`src/rtl/vls_pkg.sv`:
```
// Shared types for the vector memory transaction sequencer.
package vls_pkg;
    typedef enum logic [2:0] {
        KIND_UNIT     = 3'd0,
        KIND_STRIDED  = 3'd1,
        KIND_INDEXED  = 3'd2,
        KIND_SEGMENT  = 3'd3,
        KIND_WHOLE    = 3'd4
    } vls_kind_e;
endpackage

```
`src/rtl/vls_plan.sv`:
```
// Combinational command planner: picks the packed or serial path, the total
// element count and the effective field count for a new command.
// Assumes cmd_ew is 0..2 and whole-register counts fit in VL_W bits.
module vls_plan
    import vls_pkg::*;
#(
    parameter int PORT_BYTES = 8,
    parameter int VLEN_BYTES = 32,
    parameter int VL_W       = 9
) (
    input  vls_kind_e                      kind,
    input  logic [1:0]                     ew,
    input  logic [VL_W-1:0]                vl,
    input  logic [$clog2(PORT_BYTES)-1:0]  base_lo,
    input  logic [2:0]                     nf,
    output logic                           packed_mode,
    output logic [VL_W-1:0]                total,
    output logic [2:0]                     nf_eff
);
    logic [31:0] whole_cnt;
    logic        packable;

    // Decide path, element count and field count.
    always_comb begin
        whole_cnt   = ((32'(nf) + 32'd1) * 32'(VLEN_BYTES)) >> ew;
        packable    = (kind == KIND_UNIT) || (kind == KIND_WHOLE) ||
                      ((kind == KIND_SEGMENT) && (nf == 3'd0));
        packed_mode = packable && (base_lo == '0);
        total       = (kind == KIND_WHOLE) ? whole_cnt[VL_W-1:0] : vl;
        nf_eff      = (kind == KIND_SEGMENT) ? nf : 3'd0;
    end
endmodule

```
`src/rtl/vls_seq.sv`:
```
// Sequencer: holds the running command, steps address, element and field
// counters on each accepted request and raises done after the last one.
// Assumes mem_valid is only high while busy.
module vls_seq
    import vls_pkg::*;
#(
    parameter int PORT_BYTES = 8,
    parameter int VL_W       = 9,
    parameter int ADDR_W     = 32
) (
    input  logic               clk,
    input  logic               rst_n,
    input  logic               cmd_fire,
    input  logic               plan_packed,
    input  logic [VL_W-1:0]    plan_total,
    input  logic [2:0]         plan_nf,
    input  vls_kind_e          cmd_kind,
    input  logic [1:0]         cmd_ew,
    input  logic               cmd_store,
    input  logic [ADDR_W-1:0]  cmd_base,
    input  logic [ADDR_W-1:0]  cmd_stride,
    input  logic               mem_valid,
    input  logic               mem_ready,
    output logic               busy,
    output logic               packed_q,
    output vls_kind_e          kind_q,
    output logic [1:0]         ew_q,
    output logic               store_q,
    output logic [ADDR_W-1:0]  base_q,
    output logic [ADDR_W-1:0]  cur_addr,
    output logic [VL_W-1:0]    elem_q,
    output logic [2:0]         field_q,
    output logic [VL_W-1:0]    total_q,
    output logic               done
);
    localparam int LANE_W = $clog2(PORT_BYTES);

    logic [ADDR_W-1:0] stride_q;
    logic [2:0]        nf_q;
    logic [VL_W:0]     epb;
    logic [ADDR_W-1:0] esz;
    logic              last;
    logic              mem_fire;

    // Derive per-beat quantities and the last-request flag.
    always_comb begin
        epb      = (VL_W+1)'(PORT_BYTES >> ew_q);
        esz      = ADDR_W'(1) << ew_q;
        mem_fire = busy && mem_valid && mem_ready;
        if (packed_q)
            last = (({1'b0, elem_q} + epb) >= {1'b0, total_q});
        else
            last = (elem_q == (total_q - 1'b1)) && (field_q == nf_q);
    end

    // Load a command, then step counters on each accepted request.
    always_ff @(posedge clk) begin
        if (!rst_n) begin
            busy     <= 1'b0;
            done     <= 1'b0;
            packed_q <= 1'b0;
            kind_q   <= KIND_UNIT;
            ew_q     <= 2'd0;
            store_q  <= 1'b0;
            base_q   <= '0;
            stride_q <= '0;
            cur_addr <= '0;
            elem_q   <= '0;
            field_q  <= 3'd0;
            nf_q     <= 3'd0;
            total_q  <= '0;
        end else begin
            done <= 1'b0;
            if (cmd_fire) begin
                packed_q <= plan_packed;
                kind_q   <= cmd_kind;
                ew_q     <= cmd_ew;
                store_q  <= cmd_store;
                base_q   <= cmd_base;
                stride_q <= cmd_stride;
                cur_addr <= cmd_base;
                elem_q   <= '0;
                field_q  <= 3'd0;
                nf_q     <= plan_nf;
                total_q  <= plan_total;
                if (plan_total == '0)
                    done <= 1'b1;
                else
                    busy <= 1'b1;
            end else if (mem_fire) begin
                if (last) begin
                    busy <= 1'b0;
                    done <= 1'b1;
                end else if (packed_q) begin
                    elem_q   <= elem_q + epb[VL_W-1:0];
                    cur_addr <= cur_addr + ADDR_W'(PORT_BYTES);
                end else if (field_q != nf_q) begin
                    field_q  <= field_q + 3'd1;
                    cur_addr <= cur_addr + esz;
                end else begin
                    field_q  <= 3'd0;
                    elem_q   <= elem_q + 1'b1;
                    cur_addr <= cur_addr + ((kind_q == KIND_STRIDED) ? stride_q : esz);
                end
            end
        end
    end

    assert_packed_align_R2: assert property (@(posedge clk) disable iff (!rst_n)
        (busy && packed_q) |-> (cur_addr[LANE_W-1:0] == '0));

    assert_stall_hold_R9: assert property (@(posedge clk) disable iff (!rst_n)
        (busy && mem_valid && !mem_ready) |=>
        (busy && $stable(cur_addr) && $stable(elem_q) && $stable(field_q)));

    assert_done_idle_R10: assert property (@(posedge clk) disable iff (!rst_n)
        done |-> !busy);

    assert_elem_bound_R12: assert property (@(posedge clk) disable iff (!rst_n)
        busy |-> (elem_q < total_q) && (field_q <= nf_q));
endmodule

```
`src/rtl/vls_lane.sv`:
```
// Lane shaper: forms byte enables and lane-placed write data for the request
// on offer. Assumes serial elements do not straddle a port-width boundary.
module vls_lane #(
    parameter int PORT_BYTES = 8,
    parameter int VL_W       = 9
) (
    input  logic                           clk,
    input  logic                           rst_n,
    input  logic                           active,
    input  logic                           packed_mode,
    input  logic [1:0]                     ew,
    input  logic [$clog2(PORT_BYTES)-1:0]  lane_off,
    input  logic [VL_W-1:0]                elem,
    input  logic [VL_W-1:0]                total,
    input  logic                           store,
    input  logic [8*PORT_BYTES-1:0]        st_data,
    output logic [PORT_BYTES-1:0]          be,
    output logic [8*PORT_BYTES-1:0]        wdata
);
    localparam int LANE_W = $clog2(PORT_BYTES);

    logic [VL_W-1:0]   rem;
    logic [VL_W+2:0]   rem_bytes;
    logic [LANE_W-1:0] shift;

    // Compute enables and place store bytes on their lanes.
    always_comb begin
        rem       = total - elem;
        rem_bytes = {3'b000, rem} << ew;
        shift     = packed_mode ? '0 : lane_off;
        for (int b = 0; b < PORT_BYTES; b++) begin
            logic [LANE_W-1:0] src;
            if (packed_mode)
                be[b] = ((VL_W+3)'(b) < rem_bytes);
            else
                be[b] = (b >= int'(lane_off)) && (b < (int'(lane_off) + (1 << ew)));
            src = LANE_W'(b) - shift;
            wdata[b*8 +: 8] = (store && be[b]) ? st_data[{src, 3'b000} +: 8] : 8'h00;
        end
    end

    assert_serial_be_R1: assert property (@(posedge clk) disable iff (!rst_n)
        (active && !packed_mode) |-> ($countones(be) == (1 << ew)));

    assert_packed_be_R3: assert property (@(posedge clk) disable iff (!rst_n)
        (active && packed_mode) |-> (be[0] && (((be + 1'b1) & be) == '0)));
endmodule

```
`src/rtl/vls_txn_gen.sv`:
```
// Top: breaks one vector load/store command into memory-port requests,
// packed when aligned and eligible, one per element (and field) otherwise.
// Assumes elements, strides and index offsets are element-size aligned.
module vls_txn_gen
    import vls_pkg::*;
#(
    parameter int PORT_BYTES = 8,
    parameter int VLEN_BYTES = 32,
    parameter int VL_W       = 9,
    parameter int ADDR_W     = 32,
    localparam int DATA_W    = 8 * PORT_BYTES,
    localparam int LANE_W    = $clog2(PORT_BYTES)
) (
    input  logic               clk,
    input  logic               rst_n,
    input  logic               cmd_valid,
    output logic               cmd_ready,
    input  logic [2:0]         cmd_kind,
    input  logic [1:0]         cmd_ew,
    input  logic               cmd_store,
    input  logic [VL_W-1:0]    cmd_vl,
    input  logic [ADDR_W-1:0]  cmd_base,
    input  logic [ADDR_W-1:0]  cmd_stride,
    input  logic [2:0]         cmd_nf,
    input  logic               idx_valid,
    output logic               idx_ready,
    input  logic [ADDR_W-1:0]  idx_offset,
    input  logic               st_valid,
    output logic               st_ready,
    input  logic [DATA_W-1:0]  st_data,
    output logic               mem_valid,
    input  logic               mem_ready,
    output logic               mem_we,
    output logic [ADDR_W-1:0]  mem_addr,
    output logic [PORT_BYTES-1:0] mem_be,
    output logic [DATA_W-1:0]  mem_wdata,
    output logic [VL_W-1:0]    wb_elem,
    output logic [2:0]         wb_field,
    output logic               done
);
    vls_kind_e         kind_in, kind_q;
    logic              plan_packed, busy, packed_q, store_q, is_idx, cmd_fire;
    logic [VL_W-1:0]   plan_total, elem_q, total_q;
    logic [2:0]        plan_nf, field_q;
    logic [1:0]        ew_q;
    logic [ADDR_W-1:0] base_q, cur_addr;

    // Handshake and address selection at the block edge.
    always_comb begin
        kind_in   = vls_kind_e'(cmd_kind);
        cmd_ready = !busy;
        cmd_fire  = cmd_valid && !busy;
        is_idx    = (kind_q == KIND_INDEXED);
        mem_valid = busy && (!is_idx || idx_valid) && (!store_q || st_valid);
        idx_ready = mem_valid && mem_ready && is_idx;
        st_ready  = mem_valid && mem_ready && store_q;
        mem_addr  = is_idx ? (base_q + idx_offset) : cur_addr;
        mem_we    = busy && store_q;
        wb_elem   = elem_q;
        wb_field  = field_q;
    end

    vls_plan #(.PORT_BYTES(PORT_BYTES), .VLEN_BYTES(VLEN_BYTES), .VL_W(VL_W)) u_plan (
        .kind(kind_in), .ew(cmd_ew), .vl(cmd_vl), .base_lo(cmd_base[LANE_W-1:0]),
        .nf(cmd_nf), .packed_mode(plan_packed), .total(plan_total), .nf_eff(plan_nf)
    );

    vls_seq #(.PORT_BYTES(PORT_BYTES), .VL_W(VL_W), .ADDR_W(ADDR_W)) u_seq (
        .clk(clk), .rst_n(rst_n), .cmd_fire(cmd_fire),
        .plan_packed(plan_packed), .plan_total(plan_total), .plan_nf(plan_nf),
        .cmd_kind(kind_in), .cmd_ew(cmd_ew), .cmd_store(cmd_store),
        .cmd_base(cmd_base), .cmd_stride(cmd_stride),
        .mem_valid(mem_valid), .mem_ready(mem_ready),
        .busy(busy), .packed_q(packed_q), .kind_q(kind_q), .ew_q(ew_q),
        .store_q(store_q), .base_q(base_q), .cur_addr(cur_addr),
        .elem_q(elem_q), .field_q(field_q), .total_q(total_q), .done(done)
    );

    vls_lane #(.PORT_BYTES(PORT_BYTES), .VL_W(VL_W)) u_lane (
        .clk(clk), .rst_n(rst_n), .active(mem_valid), .packed_mode(packed_q),
        .ew(ew_q), .lane_off(mem_addr[LANE_W-1:0]), .elem(elem_q), .total(total_q),
        .store(store_q), .st_data(st_data), .be(mem_be), .wdata(mem_wdata)
    );

    assert_load_nodata_R11: assert property (@(posedge clk) disable iff (!rst_n)
        (busy && !store_q) |-> (mem_wdata == '0 && !st_ready));

    assert_idx_pop_R6: assert property (@(posedge clk) disable iff (!rst_n)
        (busy && !is_idx) |-> !idx_ready);
endmodule

```
`config.mk`:
```
export PLATFORM = sky130hd
export DESIGN_NAME = vls_txn_gen
export DESIGN_NICKNAME = d
export VERILOG_FILES = /design/src/rtl/vls_pkg.sv /design/src/rtl/vls_plan.sv /design/src/rtl/vls_seq.sv /design/src/rtl/vls_lane.sv /design/src/rtl/vls_txn_gen.sv
export SDC_FILE = /design/constraint.sdc
export NUM_CORES = 1
export LEC_CHECK = 0
export BUFFER_PORTS_ARGS = -buffer_cell sky130_fd_sc_hd__buf_2
export CELL_PAD_IN_SITES_DETAIL_PLACEMENT = 1
export CELL_PAD_IN_SITES_GLOBAL_PLACEMENT = 2
export CORE_ASPECT_RATIO = 2
export CORE_MARGIN = 3
export CORE_UTILIZATION = 27
export CTS_CLUSTER_SIZE = 20
export DETAILED_ROUTE_END_ITERATION = 10
export PLACE_DENSITY_LB_ADDON = 0.2
export SLEW_MARGIN = 5
export SYNTH_ARGS = -nofsm -noshare
export SYNTH_HDL_FRONTEND = slang
export SYNTH_SLANG_ARGS = --single-unit
```
`constraint.sdc`:
```
create_clock -name clk -period 4.8 [get_ports clk]
set_input_delay 0.96 -clock clk [delete_from_list [all_inputs] [get_ports clk]]
set_output_delay 0.96 -clock clk [all_outputs]
set_load 0.005 [all_outputs]
```
==> metrics.cfg <==
[critical_path]
cp_max_fo = 8
arrival_ps = 3870
cp-end-kind = primary output
rr_startpoint = u_seq.nf_q[0]$_SDFFE_PN0P_
startpoint_type = primary input
ff2ff_path_depth = 17
worstReg2RegEnd = u_seq.cur_addr[28]$_SDFFE_PN0P_
critical_path_class = primary input to primary output
r2r_setup_slack_ps = 270
worstPathRequired_ps = 3840

[synth]
synth_edf_count = 0
yosysUniqueCellTypes = 78
synth_top_area_share_pct = 19.3
synth_top_area_cell = dfxtp_1
ys_seq_area_share_pct = 19.3
syn-num-nets = 2284
mappedNetlistArea_um2 = 13400
synthTopCellsByArea = dfxtp_1, nand2_1, ha_1
synth_ff_type = dfxtp_1
async_flop_share_pct = 0
postSynthCellCount = 1998
yosysWarnings = 0
synth-seq-cells = 129
avgSynthCellArea_um2 = 6.71

[placed_design]
port-buffer-count = 305
dp_cells = 2943
hpwlAfterDp_um = 54500
place_congestion = 0.905

[global_route]
first_global_vias = 16800
gr-total-overflow = 0
grt_pass1_wl_um = 98600
antenna_found_initial = 14
gr-usage-all-layers_pct = 24.6
grt_max_degree = 57

[status]
violations = negative setup slack
status = finished, violations left

[timing]
hold_violations = 0
layout_setup_ws_ps = -33.2
worstMarginPinSlew_ps = 954
finalSetupViolations = 8
fin_crit_sh_pct = 101
fin_skew_ps = 11.7
min_period_ps = 4830
drv_slew = 0
slew_headroom_pct = 35.8
max_freq_mhz = 207
rsz0062_at_grt = true

[floorplanning]
pin_count = 306
dieArea_um2 = 52600
start_util_pct = 27.5
core-area_um2 = 48800
dieWidth_um = 164
fp-row-count = 114
die_h_um = 321

[power_and_ir_drop]
p_total_w = 0.00458
p_per_area_nw_per_um2 = 260
peakVddDrop_mv = 0.262
pwr-share-clk_pct = 32.9
power_switching_w = 0.00176
p_leak_nw = 7.79
power_frac_seq_pct = 26.8
internal_power_w = 0.00282
swShare_pct = 38.5
pwr-share-comb_pct = 40.3

[clocking]
clockBufferDepth = 2
htree_levels = 4
clk_latency_ps = 450
cts_root_buffer = clkbuf_16
clk_pin_slew_ps = 60
cts_inserted_buffers = 17
cts_tree = built
cts_sinks = 129

[routing]
drtIter0Drc = 677
wire_per_inst_um = 22.1
vias = 15900
drtPass1Iterations = 5
drt_wl_total_um = 66500
drc = 0
via_per_inst = 5.30
ant_nets = 0

[cells_and_area]
drive_gt1_share_pct = 25.1
layout_common_cells = nand2_1, buf_2, a21oi_1, dfxtp_1, nor2_1
instances_no_fill = 3001
finalNetCount = 2624
mostFrequentLayoutCell = nand2_1
num-fill-cells = 6271
area_delta_synth_final_pct = 31.3

[worst_hold_path]
hold_path_startpoint = u_seq.stride_q[17]$_SDFFE_PN0P_
hold_end = u_seq.stride_q[17]$_SDFFE_PN0P_
holdPathStages = 2
hold_class = flop to flop

[job]
maxCapViolations = 0

==> cell families (layout without fill, tap and decap cells) <==
group | after synthesis | count (layout) | synth area share, %
compound gates | 506 | 506 | 23.3
xor+xnor | 101 | 101 | 6.59
fa+ha+maj | 103 | 103 | 9.93
buf+inv | 171 | 524 | 4.90
flops | 129 | 129 | 19.3
mux | 93 | 93 | 7.14
other cells | 0 | 12 | 0
simple gates | 895 | 895 | 28.9
==> repair_timing <==
item | in CTS | in global routing
resized for setup | 45 | 78
pin swaps | 19 | 30
endpoints found under the setup margin | 73 | 82
hold buffers | 0 | 0
cloned | 0 | 0
buffers inserted | 9 | 13
==> stage by stage <==
stage / setup TNS (ps) / instance area [µm²] / util [%] / worst slack, ps / hold WS [ps]
floorplan: 0 / 13400 / - / 43.4 / 432
finish: -161 / 17600 / 36.1 / -33.2 / 451
global placement: -15910 / 16300 / 33.4 / -331 / 440
detailed placement: -19940 / 16300 / 33.4 / -403 / 446
global route: -3180 / 17600 / 36.1 / -177 / 465
CTS: -727 / 17200 / 35.3 / -67.3 / 454
==> worst max path at each step <==
stage,startpoint,to,slack (ps)
final,idx_offset[0],mem_wdata[42],-30
after global routing,idx_offset[0],mem_wdata[42],-180
after CTS,idx_offset[0],mem_wdata[42],-70
after detailed placement,idx_offset[0],mem_wdata[38],-400
after global placement,idx_offset[0],mem_wdata[14],-330
after floorplan,idx_offset[0],mem_wdata[34],40
==> power by group through the flow <==
| stage | logic (W) | registers, W | clock network [W] |
|---|---|---|---|
| final | 0.00184 | 0.00122 | 0.00151 |
| after global routing | 0.00202 | 0.00123 | 0.00158 |
| after CTS | 0.00179 | 0.00123 | 0.00155 |
| after detailed placement | 0.00173 | 0.00125 | 0 |
| after global placement | 0.00170 | 0.00125 | 0 |
| after floorplan | 0.00103 | 0.00120 | 0 |
==> area by class of cell <==
type,count,area (µm²),share of cell area [%]
antenna,12,30.0,0.170
clock buffer,19,443,2.51
clock inverter,13,209,1.19
inverter,65,249,1.41
multi-input combinational,1698,10700,60.5
sequential,129,2590,14.7
tap,638,798,4.53
timing repair buffer,427,2640,15.0
==> flip-flops by register name (all words and copies together) (netlist names) <==
name / cells
u_seq.base_q: 32
u_seq.busy: 1
u_seq.cur_addr: 32
u_seq.done: 1
u_seq.elem_q: 9
u_seq.ew_q: 2
u_seq.field_q: 3
u_seq.kind_q: 3
u_seq.nf_q: 3
u_seq.packed_q: 1
u_seq.store_q: 1
u_seq.stride_q: 32
u_seq.total_q: 9
==> synth_stat cells (26+ instances only) <==
master and instances:
a211oi_1 26, a21o_1 28, a21oi_1 200, a31oi_1 31
and2_1 30, clkbuf_1 83, dfxtp_1 129, ha_1 96
inv_1 56, mux2i_1 72, nand2_1 515, nand3_1 95
nor2_1 136, nor3_1 27, o21ai_0 60, o21ai_1 33
xnor2_1 59, xor2_1 42
==> critical path, stage by stage <==
cell and delay [ps]:
buf_8 100, ha_4 150, fa_2 360, xnor2_2 160, buf_4 150, nor2_4 40, a21oi_4 140, inv_2 80
ha_4 280, nor2b_4 230, nor2_4 50, a21oi_4 130, nor3_4 70, a222oi_1 390, nand2_1 170, buf_12 190
nor2_4 90, buf_2 110
==> metal layers <==
layer,share of wire [%],global-route usage [%],up-vias,wire length (µm)
met5,0.017,0,-,11
met4,5.5,12.6,2,3640
met3,3.5,3.70,133,2310
met2,58,50.3,374,38400
met1,33,22.5,7722,22100
li1,-,-,7679,-
Power figures use the tool's default switching activity.
